`src/rtl/xpt_cfg_pkg.sv`:
```
package xpt_cfg_pkg;
   typedef enum logic {
      LOAD_SERIAL   = 1'b0,
      LOAD_PARALLEL = 1'b1
   } load_mode_e;
endpackage

```
`src/rtl/xpt_stage_reg.sv`:
```
module xpt_stage_reg
   import xpt_cfg_pkg::*;
#(
   parameter int NUM_OUT = 8,
   parameter int FIELD_W = 4,
   localparam int REG_W  = NUM_OUT * FIELD_W,
   localparam int ADDR_W = (NUM_OUT > 1) ? $clog2(NUM_OUT) : 1
) (
   input  logic               clk,
   input  logic               rst_n,
   input  logic               ce_n,
   input  load_mode_e         mode,
   input  logic               ser_in,
   input  logic [ADDR_W-1:0]  wr_addr,
   input  logic [FIELD_W-1:0] wr_data,
   output logic [REG_W-1:0]   stage_q,
   output logic [REG_W-1:0]   stage_d,
   output logic               ser_out
);
   logic [REG_W-1:0] par_next;

   // one write lane per field: only the addressed field takes wr_data
   for (genvar f = 0; f < NUM_OUT; f++) begin : g_lane
      always_comb begin
         if (int'(wr_addr) == f)
            par_next[f*FIELD_W +: FIELD_W] = wr_data;
         else
            par_next[f*FIELD_W +: FIELD_W] = stage_q[f*FIELD_W +: FIELD_W];
      end
   end

   always_comb begin
      stage_d = stage_q;
      if (!ce_n) begin
         if (mode == LOAD_PARALLEL)
            stage_d = par_next;
         else
            stage_d = {stage_q[REG_W-2:0], ser_in};
      end
   end

   always_ff @(posedge clk or negedge rst_n) begin
      if (!rst_n)
         stage_q <= '0;
      else
         stage_q <= stage_d;
   end

   assign ser_out = stage_q[REG_W-1];
endmodule

```
`src/rtl/xpt_hold_latch.sv`:
```
module xpt_hold_latch #(
   parameter int REG_W = 32
) (
   input  logic             clk,
   input  logic             rst_n,
   input  logic             upd_n,
   input  logic [REG_W-1:0] stage_d,
   output logic [REG_W-1:0] hold_q
);
   // takes the staging value as it stands after this edge's load
   always_ff @(posedge clk or negedge rst_n) begin
      if (!rst_n)
         hold_q <= '0;
      else if (!upd_n)
         hold_q <= stage_d;
   end
endmodule

```
`src/rtl/xpt_out_decoder.sv`:
```
module xpt_out_decoder #(
   parameter int NUM_IN = 8,
   localparam int SEL_W   = $clog2(NUM_IN),
   localparam int FIELD_W = SEL_W + 1
) (
   input  logic [FIELD_W-1:0] field,
   output logic [NUM_IN-1:0]  sel,
   output logic               oen
);
   logic [SEL_W-1:0] idx;

   assign idx = field[SEL_W-1:0];
   assign oen = field[FIELD_W-1];

   always_comb begin
      sel = '0;
      if (oen)
         sel[idx] = 1'b1;
   end
endmodule

```
`src/rtl/xpt_cfg_ctrl.sv`:
```
module xpt_cfg_ctrl
   import xpt_cfg_pkg::*;
#(
   parameter int NUM_OUT = 8,
   parameter int NUM_IN  = 8,
   localparam int SEL_W   = $clog2(NUM_IN),
   localparam int FIELD_W = SEL_W + 1,
   localparam int REG_W   = NUM_OUT * FIELD_W,
   localparam int ADDR_W  = (NUM_OUT > 1) ? $clog2(NUM_OUT) : 1
) (
   input  logic                      clk,
   input  logic                      rst_n,
   input  logic                      ce_n,
   input  logic                      upd_n,
   input  logic                      par_mode,
   input  logic                      ser_in,
   input  logic [ADDR_W-1:0]         wr_addr,
   input  logic [FIELD_W-1:0]        wr_data,
   output logic                      ser_out,
   output logic [NUM_OUT*NUM_IN-1:0] sel_o,
   output logic [NUM_OUT-1:0]        oen_o
);
   if (NUM_IN < 2 || NUM_IN != (1 << SEL_W)) begin : g_bad_in
      $error("xpt_cfg_ctrl: NUM_IN must be a power of two, at least 2");
   end
   if (NUM_OUT < 1) begin : g_bad_out
      $error("xpt_cfg_ctrl: NUM_OUT must be at least 1");
   end

   logic [REG_W-1:0] stage_q;
   logic [REG_W-1:0] stage_d;
   logic [REG_W-1:0] hold_q;
   load_mode_e       mode;

   assign mode = par_mode ? LOAD_PARALLEL : LOAD_SERIAL;

   xpt_stage_reg #(
      .NUM_OUT (NUM_OUT),
      .FIELD_W (FIELD_W)
   ) stage_i (
      .clk     (clk),
      .rst_n   (rst_n),
      .ce_n    (ce_n),
      .mode    (mode),
      .ser_in  (ser_in),
      .wr_addr (wr_addr),
      .wr_data (wr_data),
      .stage_q (stage_q),
      .stage_d (stage_d),
      .ser_out (ser_out)
   );

   xpt_hold_latch #(
      .REG_W (REG_W)
   ) hold_i (
      .clk     (clk),
      .rst_n   (rst_n),
      .upd_n   (upd_n),
      .stage_d (stage_d),
      .hold_q  (hold_q)
   );

   for (genvar o = 0; o < NUM_OUT; o++) begin : g_dec
      xpt_out_decoder #(
         .NUM_IN (NUM_IN)
      ) dec_i (
         .field (hold_q[o*FIELD_W +: FIELD_W]),
         .sel   (sel_o[o*NUM_IN +: NUM_IN]),
         .oen   (oen_o[o])
      );
   end
endmodule

```
`config.mk`:
```
export PLATFORM = sky130hd
export DESIGN_NAME = xpt_cfg_ctrl
export DESIGN_NICKNAME = d
export VERILOG_FILES = /design/src/rtl/xpt_cfg_pkg.sv /design/src/rtl/xpt_stage_reg.sv /design/src/rtl/xpt_hold_latch.sv /design/src/rtl/xpt_out_decoder.sv /design/src/rtl/xpt_cfg_ctrl.sv
export SDC_FILE = /design/constraint.sdc
export NUM_CORES = 1
export LEC_CHECK = 0
export BUFFER_PORTS_ARGS = -buffer_cell sky130_fd_sc_hd__buf_4
export CELL_PAD_IN_SITES_DETAIL_PLACEMENT = 0
export CELL_PAD_IN_SITES_GLOBAL_PLACEMENT = 1
export CORE_ASPECT_RATIO = 2
export CORE_UTILIZATION = 40
export CTS_CLUSTER_SIZE = 24
export DETAILED_ROUTE_END_ITERATION = 8
export PLACE_DENSITY = 0.85
export SETUP_SLACK_MARGIN = 0.15
export SLEW_MARGIN = 40
export SYNTH_ARGS = -nofsm -noshare
export SYNTH_HDL_FRONTEND = slang
export SYNTH_HIERARCHICAL = 1
export SYNTH_SLANG_ARGS = --single-unit
```
`constraint.sdc`:
```
create_clock -name clk -period 1.13 [get_ports clk]
set_input_delay 0.2825 -clock clk [delete_from_list [all_inputs] [get_ports clk]]
set_output_delay 0.2825 -clock clk [all_outputs]
set_load 0.02 [all_outputs]
```
== After elaboration in Yosys (flattened, before gate mapping) ==
Cells that the tools add are included.

* Register bits: 64
* Input bits: 13
* Output and inout bits: 73
* Word-level logic and storage cells: 69

* Magnitude comparators: 16
* Equality and inequality tests: 7
* Mux-type cells: 35
* Reduce and logical (&&, ||, !) cells: 9

{| class="wikitable"
|+ Operator list
! kind !! count
|-
| 32-bit 2-to-1 mux || 2
|-
| 8-bit 2-to-1 mux || 8
|-
| 3-bit by 4-bit less-than comparator with 1-bit output, second input constant || 8
|-
| 4-bit 2-to-1 mux || 8
|-
| 1-bit demux with 3-bit select || 8
|-
| 3-bit by 1-bit greater-or-equal comparator with 1-bit output, second input constant || 8
|-
| 3-bit equality test, second input constant || 4
|-
| 1-bit 2-to-1 mux || 9
|-
| 1-bit logical AND || 8
|-
| 3-bit by 2-bit equality test with 1-bit output, second input constant || 2
|-
| 3-bit by 1-bit equality test with 1-bit output, second input constant || 1
|-
| 3-bit zero test || 1
|}

== Longest topological paths before layout ==
Gate-level depths: netlist of the first run.

* Depth after elaboration: 5
* Gate-level depth with buffers: 6

== Modules after synthesis ==
Netlist of the first run, hierarchy kept.

{| class="wikitable"
|+ Modules (own cells, without submodules)
! module !! times used !! cells an instance !! area an instance (um2) !! sequential area each (um2)
|-
| xpt_stage_reg || 1 || 158 || 1776.7 || 800.8
|-
| xpt_hold_latch || 1 || 68 || 1345.0 || 800.8
|-
| xpt_out_decoder (g_dec[1].dec_i ...) || 7 || 9 || 102.6 || 0.0
|-
| xpt_out_decoder (g_dec[0].dec_i) || 1 || 9 || 103.8 || 0.0
|}

== Worst setup path before layout of the first run ==
Ideal clock, no wire load.

* Path type: input port to flip-flop
* Start: input wr_addr[0]
* End: register hold_i.hold_q[17]
* Library setup time: 0.125 ns
* Arrival: 1.581 ns
* Data required time: 1.005 ns
* Setup slack: -0.576 ns
* Cell stages on the path: 6
* Buffers on the path: 2
* Cells stage by stage: buf_6 -> or3b_1 -> buf_2 -> mux2i_1 -> a221o_2 -> mux2_4

* Word-level cells in the longest chain between the ends: 4

{| class="wikitable"
|+ Ends and longest elaborated chain
! element !! line !! RTL
|-
| start: declaration || xpt_cfg_ctrl.sv:17 || <nowiki>input logic [ADDR_W-1:0] wr_addr,</nowiki>
|-
| 3-bit equality test || xpt_stage_reg.sv:25 || <nowiki>if (int'(wr_addr) == f)</nowiki>
|-
| 4-bit 2-to-1 mux || xpt_stage_reg.sv:25 ||
|-
| 32-bit 2-to-1 mux || xpt_stage_reg.sv:35 || <nowiki>if (mode == LOAD_PARALLEL)</nowiki>
|-
| 32-bit 2-to-1 mux || xpt_stage_reg.sv:34 || <nowiki>if (!ce_n) begin</nowiki>
|-
| named net stage_d[17] || xpt_cfg_ctrl.sv:31 || <nowiki>logic [REG_W-1:0] stage_d;</nowiki>
|-
| end signal: assignment || xpt_hold_latch.sv:15 || <nowiki>hold_q <= stage_d;</nowiki>
|-
| end: declaration || xpt_hold_latch.sv:8 || <nowiki>output logic [REG_W-1:0] hold_q</nowiki>
|}

The timed path passes the listed nets, and every way through them passes these cells.
A chain may end at the register's enable or synchronous reset.

== Final worst setup path of the first run ==
* Start: register hold_i.hold_q[22]
* End: output sel_o[44]

* Word-level cells in the longest chain between the ends: 5
* Elaborated cells between the ends (all ways): 6
* Classes of those cells: order compare (2); mux (3); reduce/logical (1)

{| class="wikitable"
|+ Ends and longest elaborated chain
! element !! line !! RTL
|-
| 3-bit by 4-bit less-than comparator with 1-bit output (not written as such) / 3-bit by 1-bit greater-or-equal comparator with 1-bit output (equally long branches) || xpt_out_decoder.sv:18 || <nowiki>sel[idx] = 1'b1;</nowiki>
|-
| 1-bit logical AND (not written as such) || xpt_out_decoder.sv:18 ||
|-
| 1-bit 2-to-1 mux (not written as such) || xpt_out_decoder.sv:18 ||
|-
| 1-bit demux with 3-bit select (*) || n/a ||
|-
| 8-bit 2-to-1 mux (*) || xpt_out_decoder.sv:17 || <nowiki>if (oen)</nowiki>
|-
| end: declaration || xpt_cfg_ctrl.sv:20 || <nowiki>output logic [NUM_OUT*NUM_IN-1:0] sel_o,</nowiki>
|}

Every way passes the cells marked *; elsewhere a longest branch is shown, timed or not.

==> summary.txt, run 1 <==
Outcome
  – Outcome: complete, but fails checks
  – Failing checks: negative setup slack

Global routing
  – Met2 Use GR: 0.3330
  – Global route total overflow: 0
  – Number of global-route vias before repair: 3019
  – Largest net degree at the start of global routing: 65
  – GR peak layer: met2
  – Met1 Use GR: 0.2152
  – Total GRT Usage: 0.1903
  – Initial antenna violation count: 0
  – First-pass GRT wire length: ~15000 um
  – Global routing usage on met3: 0.03045

Floorplanning
  – Site Rows: 50
  – Initial Util: 0.4167
  – Die span in y: 142.3 um
  – Die W: 72.15 um
  – Core area: approximately 9400 um^2
  – Ports: 86
  – DIE AREA: 10270 um^2

Critical path
  – Worst Path Required: 850 ps
  – Reg2Reg Setup Slack: -170 ps
  – Crit Path Category: flop to output pin
  – Slowest CP cell: dfrtp_2
  – Cell mode on critical path: buf_6
  – Data arrival, critical path: 1270 ps
  – Crit path cell chain: buf_6, and4bb_2, buf_6
  – CP Max Fanout: 6
  – Worst Path Buf+Inv: 2
  – CP top delay family: flip-flops
  – Crit end category: output pin
  – Critical path startpoint category: flop
  – Max stage delay on crit path: 450 ps

Job
  – Max Cap Viol: 0

CTS
  – CTS Buf Count: 9
  – CTS max path bufs: 2
  – Clk sink count: 64
  – H-tree depth: 3
  – Clk root buf: clkbuf_16
  – CTS tree: built
  – Clock-pin slew on the worst setup and hold paths: approximately 50 ps
  – Clock Latency Late Sink: between 300 and 400 ps

Timing
  – Final Hold Fails: 0
  – Minimum clock period: roughly 1600 ps
  – Max-slew headroom: 0.7818
  – Slew Limit Fails: 0
  – Clock skew: 6.352 ps
  – Fmax: between 600 and 700 MHz
  – Final hold slack: 233.7 ps
  – Worst-Margin Slew: 327.2 ps
  – Setup WS post-layout: -420.8 ps
  – Final Cycle Share: 1.372
  – RSZ-0062 raised after global routing: yes
  – Setup violators final: 111

Route
  – Wire per inst: 16.63 um
  – Detailed Routing Iterations Pass 1: 4
  – Total wire length: 9447 um
  – Total number of vias: 3076
  – Drt drc: 0
  – Via-to-Cell Ratio: 5.415
  – Final ANT Viol Nets: 0
  – Iteration-0 DRC Markers: ~150

Logic synthesis
  – Mean post-synth cell area: 13.25 um^2
  – Ys Warns: 6
  – Mapped Area: 3936 um^2
  – Syn nets: 310
  – Mapped Cells: 297

Placement
  – Final Wtd Congestion: slightly below 0.8
  – Hpwl dp: 6409 um
  – PortBufs: 85
  – Setup WS pre-CTS: -677.6 ps
  – Placed Instances: 523

Finish
  – Final std cells w/o fill: 568
  – Synth-to-layout area growth: 49.14%
  – Ant. Diodes: 0
  – Net count, final: 446
  – Share of layout cells above drive strength 1: 0.6963

Power and ir drop
  – PwrDens: 2054 nW/um^2
  – Leak: 2.737 nW
  – Max rail drop VDD: 1.064 mV
  – Design Power: 12.06 mW

Worst hold path
  – Worst Hold Class: input port to flop
## registers in the layout, indices dropped and copies added, names as in the netlist
name,cells
hold_i/hold_q,32
stage_i/stage_q,32
## placed cells by master, fill, tap and decap left out
cell type,n
buf_6,84
buf_4,59
dfrtp_2,32
dfrtp_1,32
nand2_1,31
mux2_4,30
mux2i_1,30
a221o_1,25
and4b_2,24
and4bb_2,24
clkbuf_16,9
nor4b_4,8
and4_4,8
nand3b_1,7
buf_12,6
a221o_2,6
clkbuf_1,5
buf_8,3
clkbuf_8,2
mux2_2,2
or3b_4,2
dlygate4sd3_1,1
nor2_2,1
a22oi_1,1
nand3_2,1
o211ai_1,1
nor3b_4,1
nor3_4,1
nand3_4,1
mux2i_2,1
## through the flow
stage / util / instance area, um^2 / setup TNS [ps]
after floorplan: - / 4090 / -15440
final: 0.6215 / 5871 / -30790
after CTS: 0.6044 / 5709 / -30340
after global placement: 0.5293 / 5000 / -28690
after global routing: 0.6215 / 5871 / -35040
after detailed placement: 0.5293 / 5000 / -31070
## area by class of cell
type | instances | area [um^2]
clock buffer | 16 | 271.5
fill | 742 | 3576
multi-input combinational | 205 | 2231
sequential | 64 | 1642
tap | 130 | 162.7
timing repair buffer | 153 | 1564
## final timing paths
path / cells after the start / to / from
hold / removal: 2 / stage_i/stage_q[0] / ser_in
setup reg to reg: 4 / hold_i/hold_q[17] / stage_i/stage_q[17]
min in group asynchronous: 3 / hold_i/hold_q[17] / rst_n
max in group asynchronous: 3 / hold_i/hold_q[4] / rst_n
setup / recovery: 3 / sel_o[44] / hold_i/hold_q[22]
hold reg to reg: 1 / stage_i/stage_q[7] / stage_i/stage_q[6]
## power breakdown
part	switching (mW)	internal [mW]	total, mW
clock network	0.885	1.60	2.49
registers	1.32	3.15	4.47
logic	1.85	3.25	5.10
## what timing repair did
item	CTS	global route
gates resized for setup	94	20
hold buffers	1	0
pin swaps	19	6
hold endpoints to repair	64	0
cloned	0	0
setup endpoints to repair	136	135
buffers inserted	15	13
## metal layers
layer,vias to the layer above,share of wire
li1,1453,-
met1,1522,0.39
met2,85,0.54
met3,16,0.034
met4,0,0.031
met5,-,0
Power figures use the tool's default switching activity.
==> run 2: changes to the inputs <==
- SKIP_LAST_GASP: not set -> 1
==> summary.txt, run 2 (same netlist as run 1, synthesis figures left out) <==
Power and ir drop
  – Leak: 2.685 nW (was 2.737 nW)
  – Sw Ratio: 0.3395 (was 0.3361)
  – Part of the power in registers: 0.380 (was 0.371)
  – Switch Pwr: 3.974 mW (was 4.052 mW)
  – Int Pwr: 7.732 mW (was 8.005 mW)
  – PwrDens: 2071 nW/um^2 (was 2054 nW/um^2)
  – Comb pwr share: 0.407 (was 0.423)
  – Clk network pwr share: 0.213 (was 0.207)
  – Design Power: 11.71 mW (was 12.06 mW)
  – Max rail drop VDD: 1.027 mV (was 1.064 mV)

Timing
  – Setup violators final: 111 (unchanged)
  – Slew Limit Fails: 0 (unchanged)
  – RSZ-0062 raised after global routing: yes (unchanged)
  – Max-slew headroom: 0.7831 (was 0.7818)
  – Clock skew: 5.539 ps (was 6.352 ps)
  – Final Hold Fails: 0 (unchanged)
  – Setup WS post-layout: -421.1 ps (was -420.8 ps)
  – Final Cycle Share: 1.373 (was 1.372)
  – Worst-Margin Slew: 325.3 ps (was 327.2 ps)
  – Minimum clock period: 1551 ps (about the same)
  – Fmax: 644.7 MHz (was 644.8 MHz)

Critical path
  – R2r startpoint: stage_i/stage_q[17] (unchanged)
  – Data arrival, critical path: 1270 ps (about the same)
  – R2r endpoint: hold_i/hold_q[17] (unchanged)
  – Crit path launch: hold_i/hold_q[22] (unchanged)
  – End point of the critical path: sel_o[44] (unchanged)
  – Crit end category: output pin (unchanged)
  – Crit Path Category: flop to output pin (unchanged)
  – Reg2Reg Setup Slack: -140 ps (was -170 ps)
  – Worst Path Required: 850 ps (about the same)
  – R2R cell count: 4 (unchanged)
  – CP Max Fanout: 6 (unchanged)
  – Critical path startpoint category: flop (unchanged)

Floorplanning
  – Core area: 9447 um^2 (unchanged)
  – Site Rows: 50 (unchanged)
  – Ports: 86 (unchanged)
  – Die W: 72.15 um (unchanged)
  – Die span in y: 142.3 um (unchanged)
  – Initial Util: 0.4167 (unchanged)
  – DIE AREA: 10270 um^2 (unchanged)

CTS
  – CTS tree: built (unchanged)
  – Clk sink count: 64 (unchanged)
  – CTS max path bufs: 2 (unchanged)
  – H-tree depth: 3 (unchanged)
  – Clock-pin slew on the worst setup and hold paths: 50 ps (about the same)
  – Clock Latency Late Sink: 330 ps (about the same)
  – CTS Buf Count: 9 (unchanged)
  – Clk root buf: clkbuf_16 (unchanged)

Finish
  – Share of layout cells above drive strength 1: 0.6957 (was 0.6963)
  – Most common cell after layout, fill and taps aside: buf_4 (was buf_6)
  – Top flop regs: hold_i/hold_q: 32 flops, stage_i/stage_q: 32 flops (unchanged)
  – Net count, final: 445 (was 446)
  – Filler Cells Inserted: 766 (was 742)
  – Ant. Diodes: 0 (unchanged)
  – Final std cells w/o fill: 567 (was 568)
  – Synth-to-layout area growth: 43.61% (was 49.14%)
  – Most frequent cells in the layout: buf_4, dfrtp_2, dfrtp_1, nand2_1 (was buf_6, buf_4, dfrtp_2, dfrtp_1, nand2_1)

Global routing
  – Initial antenna violation count: 0 (unchanged)
  – Total GRT Usage: 0.1883 (was 0.1903)
  – Largest net degree at the start of global routing: 65 (unchanged)
  – Global route total overflow: 0 (unchanged)
  – First-pass GRT wire length: 14980 um (was 15100 um)
  – Number of global-route vias before repair: 3001 (was 3019)

Placement
  – Placed Instances: 523 (unchanged)
  – PortBufs: 85 (unchanged)
  – Hpwl dp: 6409 um (unchanged)
  – Final Wtd Congestion: 0.7934 (unchanged)

Route
  – Detailed Routing Iterations Pass 1: 4 (unchanged)
  – Iteration-0 DRC Markers: 174 (was 153)
  – Total wire length: 9457 um (was 9447 um)
  – Drt drc: 0 (unchanged)
  – Wire per inst: 16.68 um (was 16.63 um)
  – Total number of vias: 3069 (was 3076)
  – Via-to-Cell Ratio: 5.413 (was 5.415)
  – Final ANT Viol Nets: 0 (unchanged)

Outcome
  – Outcome: complete, but fails checks (unchanged)
  – Failing checks: negative setup slack (unchanged)

Job
  – Max Cap Viol: 0 (unchanged)

Worst hold path
  – Worst Hold Class: input port to flop (unchanged)
==> run 2: cell types whose count changed in the layout (fill, tap and decap cells not counted), sizes merged <==
| cell | previous run | this run |
|---|---|---|
| buf | 152 | 151 |
==> run 2: worst min-delay path by stage <==
stage,depth (start not counted),slack [ps],endpoint,from
floorplan,0,-10,hold_i/hold_q[0],rst_n
global placement,2,300,hold_i/hold_q[18],rst_n
detailed placement,2,310,hold_i/hold_q[19],rst_n
CTS,2,220,stage_i/stage_q[0],ser_in
global route,2,240,stage_i/stage_q[0],ser_in
finish,2,230,stage_i/stage_q[0],ser_in
==> run 2: final cells by class <==
type,count,area [um^2],area share
flip-flops and latches,64,1642,0.2904
multi-input cells,205,2231,0.3946
clock buffers,16,271.5,0.04803
well taps,130,162.7,0.02877
repair buffers,152,1346,0.2382
==> run 2: critical path, cell delays in order, from the launching register on <==
cell and delay, ps:
dfrtp_2 450, buf_6 140, and4bb_2 210, buf_6 130
==> run 2: per-stage QoR <==
step / setup TNS, ps / utilization / hold slack, ps / worst slack (ps) / area, um^2
after global routing: -35500 / 0.5984 / 238.9 / -448.6 / 5653
after CTS: -31080 / 0.5785 / 223.2 / -428.2 / 5465
after floorplan: -15440 / - / -13.09 / -567.5 / 4090
after global placement: -28690 / 0.5293 / 299.3 / -648.3 / 5000
after detailed placement: -31070 / 0.5293 / 312.0 / -677.6 / 5000
final: -31230 / 0.5984 / 232.6 / -421.1 / 5653
==> run 2: repair_timing <==
| item | in CTS | in global routing |
|---|---|---|
| endpoints found under the hold margin | 64 | 0 |
| pin swaps | 13 | 2 |
| resized for setup | 29 | 29 |
| buffers inserted | 15 | 12 |
| hold buffers | 1 | 0 |
| setup endpoints to repair | 136 | 135 |
==> run 2: routing by layer <==
metal / wire length [um] / GRT usage / up-vias / share of wire
met5: 0 / 0 / - / 0
met4: 318 / 0.1001 / 0 / 0.034
met3: 312 / 0.03116 / 19 / 0.033
met2: 5104 / 0.3310 / 72 / 0.54
met1: 3721 / 0.2125 / 1524 / 0.39
li1: - / - / 1454 / -
==> run 2: power groups by stage <==
stage          Clock, mW  Sequential (mW)  Combinational (mW)
2_1_floorplan          0             4.10                2.90
3_3_place_gp           0             4.35                4.04
3_5_place_dp           0             4.43                4.12
4_1_cts             2.54             4.44                4.46
5_1_grt             2.63             4.64                5.06
6_report            2.49             4.45                4.76
